===== src/rtl/tw_serial_pkg.sv =====
package tw_serial_pkg;
  localparam int BYTE_W    = 8;
  localparam int BIT_CNT_W = $clog2(BYTE_W);

  typedef logic [BYTE_W-1:0] sio_byte_t;

  // Reverse bit positions of a byte (used on the parallel gates only).
  function automatic sio_byte_t mirror_byte(input sio_byte_t v);
    sio_byte_t r;
    for (int i = 0; i < BYTE_W; i++) r[i] = v[BYTE_W-1-i];
    return r;
  endfunction
endpackage


===== src/rtl/tw_sck_gen.sv =====
module tw_sck_gen #(
  parameter int DIV_W = 8
) (
  input  logic             clk,
  input  logic             rst_n,
  input  logic             master,
  input  logic             run,
  input  logic [DIV_W-1:0] div,
  input  logic             sck_in,
  output logic             sck_out,
  output logic             fall_ev,
  output logic             rise_ev
);
  logic [DIV_W-1:0] cnt_q, cnt_d;
  logic             sck_q, sck_d;
  logic             sync1_q, sync2_q, sync3_q;
  logic             tick;

  // Master divider: next state
  always_comb begin
    tick  = run && master && (cnt_q == div);
    cnt_d = cnt_q;
    sck_d = sck_q;
    if (!run || !master) begin
      cnt_d = '0;
      sck_d = 1'b1;
    end else if (tick) begin
      cnt_d = '0;
      sck_d = ~sck_q;
    end else begin
      cnt_d = cnt_q + 1'b1;
    end
  end

  always_ff @(posedge clk or negedge rst_n) begin
    if (!rst_n) begin
      cnt_q <= '0;
      sck_q <= 1'b1;
    end else begin
      cnt_q <= cnt_d;
      sck_q <= sck_d;
    end
  end

  // Slave clock synchronizer plus one stage for edge detection
  always_ff @(posedge clk or negedge rst_n) begin
    if (!rst_n) begin
      sync1_q <= 1'b1;
      sync2_q <= 1'b1;
      sync3_q <= 1'b1;
    end else begin
      sync1_q <= sck_in;
      sync2_q <= sync1_q;
      sync3_q <= sync2_q;
    end
  end

  always_comb begin
    if (master) begin
      fall_ev = tick && sck_q;
      rise_ev = tick && !sck_q;
    end else begin
      fall_ev = run && !sync2_q && sync3_q;
      rise_ev = run && sync2_q && !sync3_q;
    end
  end

  assign sck_out = sck_q;
endmodule


===== src/rtl/tw_shift_core.sv =====
module tw_shift_core
  import tw_serial_pkg::*;
(
  input  logic      clk,
  input  logic      rst_n,
  input  logic      load,
  input  sio_byte_t load_val,
  input  logic      fall_ev,
  input  logic      rise_ev,
  input  logic      si,
  output sio_byte_t shreg,
  output logic      so,
  output logic      busy,
  output logic      done
);
  sio_byte_t            sh_q, sh_d;
  logic                 so_q, so_d;
  logic                 busy_q, busy_d;
  logic [BIT_CNT_W-1:0] cnt_q, cnt_d;

  always_comb begin
    sh_d   = sh_q;
    so_d   = so_q;
    cnt_d  = cnt_q;
    busy_d = busy_q;
    done   = rise_ev && busy_q && (cnt_q == BIT_CNT_W'(BYTE_W-1));
    if (load) begin
      sh_d   = load_val;
      cnt_d  = '0;
      busy_d = 1'b1;
    end else begin
      // output latch follows the end bit on the falling edge
      if (fall_ev && busy_q) so_d = sh_q[BYTE_W-1];
      // input enters the opposite end on the rising edge
      if (rise_ev && busy_q) begin
        sh_d  = {sh_q[BYTE_W-2:0], si};
        cnt_d = cnt_q + 1'b1;
      end
      if (done) busy_d = 1'b0;
    end
  end

  always_ff @(posedge clk or negedge rst_n) begin
    if (!rst_n) begin
      sh_q   <= '0;
      so_q   <= 1'b1;
      cnt_q  <= '0;
      busy_q <= 1'b0;
    end else begin
      sh_q   <= sh_d;
      so_q   <= so_d;
      cnt_q  <= cnt_d;
      busy_q <= busy_d;
    end
  end

  assign shreg = sh_q;
  assign so    = so_q;
  assign busy  = busy_q;
endmodule


===== src/rtl/tw_serial_port.sv =====
module tw_serial_port
  import tw_serial_pkg::*;
#(
  parameter int DIV_W = 8
) (
  input  logic             clk,
  input  logic             rst_n,
  input  logic             cfg_enable,
  input  logic             cfg_master,
  input  logic             cfg_lsb_first,
  input  logic [DIV_W-1:0] cfg_div,
  input  logic             wr_en,
  input  logic [7:0]       wr_data,
  output logic [7:0]       rd_data,
  input  logic             irq_clr,
  output logic             irq,
  output logic             busy,
  output logic             sck_out,
  input  logic             sck_in,
  output logic             so_out,
  input  logic             si_in
);
  logic      start;
  sio_byte_t load_val, shreg;
  logic      fall_ev, rise_ev, done, busy_w;
  logic      irq_q, irq_d;

  // start gate: enabled and idle at the moment of the write
  assign start    = wr_en && cfg_enable && !busy_w;
  assign load_val = cfg_lsb_first ? mirror_byte(wr_data) : wr_data;

  tw_sck_gen #(.DIV_W(DIV_W)) u_sck (
    .clk     (clk),
    .rst_n   (rst_n),
    .master  (cfg_master),
    .run     (busy_w),
    .div     (cfg_div),
    .sck_in  (sck_in),
    .sck_out (sck_out),
    .fall_ev (fall_ev),
    .rise_ev (rise_ev)
  );

  tw_shift_core u_core (
    .clk      (clk),
    .rst_n    (rst_n),
    .load     (start),
    .load_val (load_val),
    .fall_ev  (fall_ev),
    .rise_ev  (rise_ev),
    .si       (si_in),
    .shreg    (shreg),
    .so       (so_out),
    .busy     (busy_w),
    .done     (done)
  );

  // request flag: completion has priority over the clear strobe
  always_comb begin
    irq_d = irq_q;
    if (done)         irq_d = 1'b1;
    else if (irq_clr) irq_d = 1'b0;
  end

  always_ff @(posedge clk or negedge rst_n) begin
    if (!rst_n) irq_q <= 1'b0;
    else        irq_q <= irq_d;
  end

  assign irq     = irq_q;
  assign busy    = busy_w;
  assign rd_data = cfg_lsb_first ? mirror_byte(shreg) : shreg;
endmodule


===== config.mk =====
export PLATFORM = sky130hd
export DESIGN_NAME = tw_serial_port
export DESIGN_NICKNAME = d
export VERILOG_FILES = /design/src/rtl/tw_serial_pkg.sv /design/src/rtl/tw_sck_gen.sv /design/src/rtl/tw_shift_core.sv /design/src/rtl/tw_serial_port.sv
export SDC_FILE = /design/constraint.sdc
export NUM_CORES = 1
export LEC_CHECK = 0
export BUFFER_PORTS_ARGS = -buffer_cell sky130_fd_sc_hd__buf_2
export CAP_MARGIN = 30
export CORE_ASPECT_RATIO = 2
export CORE_MARGIN = 1
export CORE_UTILIZATION = 48
export DETAILED_ROUTE_END_ITERATION = 12
export GPL_TIMING_DRIVEN = 0
export HOLD_SLACK_MARGIN = 0.05
export PLACE_DENSITY = 0.75
export SYNTH_ARGS = -nofsm -noshare
export SYNTH_HDL_FRONTEND = slang
export SYNTH_SLANG_ARGS = --single-unit

===== constraint.sdc =====
create_clock -name clk -period 1.68 [get_ports clk]
set_clock_uncertainty 0.05 [all_clocks]
set_input_delay 0 -clock clk [delete_from_list [all_inputs] [get_ports clk]]
set_output_delay 0 -clock clk [all_outputs]
set_load 0.02 [all_outputs]

# Word level (Yosys, flattened, before mapping)
# Cells that the tools add are included.
# classes
addsub	2
eq_ne	2
mux	16
bitwise	2
n_reduce_logical	24
# op_table
op	n
$mux W8	6
$logic_and A1 B1 Y1	13
$add A8 B1 Y8 const B	1
$eq A8 B8 Y1	1
$mux W1	8
$reduce_bool A2 Y1	4
$mux W3	2
$logic_not A1 Y1	5
$add A3 B1 Y3 const B	1
$eq A3 B3 Y1 const B	1
$not A1 Y1	2
$reduce_and A2 Y1	1
$logic_or A1 B1 Y1	1
# word_totals
regBits	26
inputBits	25
out_inout_bits	12

# Longest topological paths before layout
# logic_depth
ltp_word	8
mapped_depth	6

# Hierarchy
# From an unflattened synthesis, not the netlist that was laid out.
# unflattened
hier_cells	149
area_unflattened_um2	1630.3
# modules_own_cells
module	n_inst	cells_each	area_each_um2	seq_area_each_um2
tw_shift_core	1	70	737.0	326.6
tw_sck_gen	1	56	600.6	305.3
tw_serial_port	1	23	292.8	25.0

# Worst setup path after synthesis
# Ideal clock, no wire load.
# synth_timing
path_kind	flip-flop to flip-flop
from	reg u_core.busy_q (netlist: u_core.busy)
to	reg u_core.busy_q (netlist: u_core.busy)
setup_time_ps	120
arrival_ps	1516
required_ps	1510
slack_ps	-6
path_stages_with_launch	6
n_path_buf	2
period_less_slack_ps	1686
cell_sequence	dfrtp_1 -> clkbuf_1 -> and3b_1 -> clkbuf_2 -> nand3_2 -> a31o_2
# synth_via
elab_chain_cells	7
# synth_rtl
item	line	text
start, declared	tw_shift_core.sv:18	logic busy_q, busy_d;
start signal, assigned	tw_shift_core.sv:53	busy_q <= busy_d;
$logic_and A1 B1 Y1 (2 in series)	tw_sck_gen.sv:21	tick = run && master && (cnt_q == div);
$logic_and A1 B1 Y1	tw_sck_gen.sv:61	rise_ev = tick && !sck_q;
$mux W1	tw_sck_gen.sv:59	if (master) begin
$logic_and A1 B1 Y1 (2 in series)	tw_shift_core.sv:26	done = rise_ev && busy_q && (cnt_q == BIT_CNT_W'(BYTE_W-1));
$reduce_bool A2 Y1 (no line)	n/a	
# Parallel ways exist; a longest one is shown, timed or not.
# A chain may end at the register's enable or synchronous reset.

# Final worst setup path
# layout_timing
from	reg u_sck.cnt_q[3]
to	reg u_sck.sck_q (netlist: u_sck.sck_out)
# layout_via
elab_chain_cells	3
# layout_rtl
item	line	text
start, declared	tw_sck_gen.sv:14	logic [DIV_W-1:0] cnt_q, cnt_d;
start signal, assigned	tw_sck_gen.sv:40	cnt_q <= cnt_d;
$eq A8 B8 Y1	tw_sck_gen.sv:21	
$logic_and A1 B1 Y1	tw_sck_gen.sv:21	
$reduce_bool A2 Y1 (no line)	n/a	
end signal, assigned	tw_sck_gen.sv:41	sck_q <= sck_d;
end, declared	tw_sck_gen.sv:15	logic sck_q, sck_d;
# No other way between the ends.

==> results.md <==
- Effective utilization at floorplan: 0.509
- Clock tree from TritonCTS: built
- Class of the most critical hold timing path: primary input to flop
- Cell total after placement: between 200 and 250
- Worst ir drop on vdd: 0.675 mV
- Maximum clock path buffer count: 2
- Average wire per cell in the routed design: 16.0 um
- Initial DRC Count: 32
- Clock latency on the worst-skew pair: 0.28 ns
- Final setup violating endpoints: 1
- Number of placement rows: 29
- Post-route DRC violation count: 0
- Worst EP required: roughly 1.8 ns
- Number of global-route vias before repair: between 1500 and 2000
- Final non-filler cell area: between 2000 and 2500 sq um
- WP buf/inv: 0
- Area overhead of the layout relative to synthesis: 24.4%
- Start point of the critical path: u_sck.cnt_q[3]
- First-pass GRT wire length: around 6700 um
- Cell count after synthesis: ~170
- Max Clock Freq: ~600 MHz
- Inserted Clock Buffers: 3
- Biggest area contributors in the synthesized netlist: sky130_fd_sc_hd__dfrtp_1 (32%), sky130_fd_sc_hd__dfstp_2 (8.1%), sky130_fd_sc_hd__a221oi_2 (7.4%), sky130_fd_sc_hd__xnor2_1 (4.8%), sky130_fd_sc_hd__a211oi_1 (4.2%)
- Die Y: between 80 and 90 um
- Post-Route WL: between 3000 and 4000 um
- X dimension of the die: approximately 43 um
- Headroom to the max-slew limit: 0.604
- Post-Syn Area per Cell: between 9 and 10 sq um
- Unrepaired setup endpoints after global routing: true
- Number of optimization iterations in the first detailed-route pass: 4
- Static leakage power: ~0.91 nW
- Placed inst area: between 1500 and 2000 sq um
- Synth Net Count: slightly below 200
- Pins over their slew limit: 0
- Final HPWL from detailed placement: roughly 2900 um
- Synth cell count leaders: sky130_fd_sc_hd__dfrtp_1 (21), sky130_fd_sc_hd__nand2_1 (14), sky130_fd_sc_hd__inv_1 (11)
- Master cell of the clock root buffer: sky130_fd_sc_hd__clkbuf_8
- Worst-path clk slew: ~0.08 ns
- Number of inserted filler cells in the final layout: approximately 290
- Ant. Diodes: 0
- Vias post-DR: 1459
- Cell type group with the largest total delay on the critical path: simple AND/OR/NAND/NOR gates
- Period minus WS final: 1.69 ns
- Worst Max-Slew Pin Slew: a little under 0.6 ns
- Synthesized flop and latch total: 26
- Crit path max fanout: 5
- Area share of the leading cell type in the synthesized netlist: 0.323
- Critical path data arrival time: about 1.8 ns
- Cell-by-cell trace of the critical path: xnor2_2, nand4_1, o21ai_1, or3b_2
- Top-count cell post-synth: sky130_fd_sc_hd__dfrtp_1
- Global route total overflow: 0
- Result of the run: finished, violations left
- Final GP Congestion: about 0.8
- Remaining antenna violation count after routing: 0
- Violated checks: setup timing
- Top FF cell, synth: sky130_fd_sc_hd__dfrtp_1
- Tightest hold margin: roughly 0.048 ns
- H-Tree Depth: 1
- Number of flops mapped to enable cells by yosys: 0
- Post-route fraction of the period consumed by the critical path: 1.01
- Total Die Area: 3640 sq um
- Final setup TNS: -0.0109 ns
- Cell area after synthesis: 1630 sq um
- Crit path capture type: flop
- Crit path launch type: flop
- Area leader, netlist: sky130_fd_sc_hd__dfrtp_1
- Setup ws final: -0.0109 ns
- Hold path startpoint: wr_data[7]
- Quantity of I/O buffers inserted on ports: 36
- Highest cell delay on the worst timing path: 0.45 ns
- Source of the worst register-to-register timing path: u_sck.cnt_q[3]
- Placeable core region: 3190 sq um
- Ys async rst share: 1.00
- Number of warning messages in the yosys log: 0
- Largest net degree at the start of global routing: 27
- Number of placed I/O pins: 37
- Overall power after layout: about 1.5 mW
- Crit Path Category: flop to flop
- Fraction of layout instances using a drive strength above 1: 0.370
- Clock net sink count: 26
- Max Cap Viol: 0
- Overall track demand over capacity in global routing: 0.236
- Number of hold-slack violations in the final timing report: 0
- Net count of the finished layout: about 250
- Fin cells: around 250
- Share of the yosys chip area belonging to registers: 0.404
- Number of unique standard cell types used by synthesis: between 40 and 50
- Number of vias per cell after detailed routing: about 5.9
- Cell with the biggest individual delay on the critical path: sky130_fd_sc_hd__dfrtp_1
- Initial antenna violation count: 0
- Power density of the placed cells: ~750 nW/um^2
[logic make-up (layout without fill, tap and decap cells)]
group | after synthesis | after routing | synth area share
AOI/OAI and AO/OA | 35 | 35 | 0.191
xor gates and xnor gates | 14 | 14 | 0.0754
adders and majority gates | 3 | 3 | 0.0231
buffers and inverters | 20 | 68 | 0.0646
and+or+nand+nor | 69 | 69 | 0.235
DFF | 26 | 26 | 0.404
muxes | 1 | 1 | 0.00692
[through the flow]
| stage | utilization | worst slack, ns |
|---|---|---|
| CTS | 0.620 | 0.00385 |
| finish | 0.634 | -0.0109 |
| global placement | 0.578 | -0.124 |
| detailed placement | 0.578 | -0.178 |
| global route | 0.634 | -0.150 |
| floorplan | - | 0.0196 |
[flip-flops by register name (all words and copies together), names as in the netlist]
signal         flops
irq                1
u_core.busy        1
u_core.cnt_q       3
u_core.shreg       8
u_core.so          1
u_sck.cnt_q        8
u_sck.sck_out      1
u_sck.sync1_q      1
u_sck.sync2_q      1
u_sck.sync3_q      1
[tightest hold or removal path, stage by stage]
cell and delay (ns):
sky130_fd_sc_hd__buf_2 0.08, sky130_fd_sc_hd__a211oi_1 0.07, sky130_fd_sc_hd__a221oi_2 0.16
[final cells by class]
class                   count  area, sq um  share of cell area
plain buffers               5         42.5              0.0210
clock buffers               4         45.0              0.0223
inverters                  11         41.3              0.0204
multi-input cells         122          913               0.451
flip-flops and latches     26          658               0.325
well taps                  31         38.8              0.0192
repair buffers             48          284               0.140
[layout by cell type (no fill, tap or decap), drive strengths merged, types with 3 or more instances in the layout]
master	n
nor2	10
a221oi	8
xnor2	9
and2b	3
nand3	10
o21ai	9
clkbuf	5
nand4	4
dlygate4sd3	4
nor3	10
ha	3
dfstp	5
nor2b	5
dfrtp	21
xor2	5
buf	48
nand2	14
a211oi	9
inv	11
[worst paths after layout]
| path | endpoint | slack [ns] | cells past startpoint |
|---|---|---|---|
| min | u_core.shreg[0] | 0.05 | 3 |
| max reg2reg | u_sck.sck_out | -0.01 | 4 |
| min in group asynchronous | u_core.shreg[5] | 0.20 | 2 |
| max in group asynchronous | u_sck.cnt_q[0] | 0.96 | 2 |
| max | u_sck.sck_out | -0.01 | 4 |
| min reg2reg | u_sck.sync2_q | 0.31 | 0 |
[routing by layer]
layer,vias to the layer above,GRT usage,share of wire,routed length (um)
li1,711,-,-,-
met1,694,0.229,0.35,1380
met2,43,0.455,0.59,2330
met3,11,0.0258,0.033,129
met4,0,0.121,0.028,112
met5,-,0,0,0
[report_power, final]
part / internal [mW] / switching, mW / total [mW] / leakage, nW
Combinational: 0.184 / 0.232 / 0.416 / 0.591
Sequential: 0.691 / 0.0514 / 0.742 / 0.299
Clock: 0.170 / 0.195 / 0.365 / 0.0228
Total: 1.05 / 0.478 / 1.52 / 0.912
[repair_timing]
| item | 4_1_cts | 5_1_grt |
|---|---|---|
| pin swaps | 2 | 3 |
| gates cloned | 1 | 0 |
| hold buffers | 4 | 0 |
| setup buffers | 4 | 3 |
| hold endpoints to repair | 24 | 0 |
| setup endpoints to repair | 19 | 21 |
| gates resized for setup | 8 | 9 |
Power figures use the tool's default switching activity.
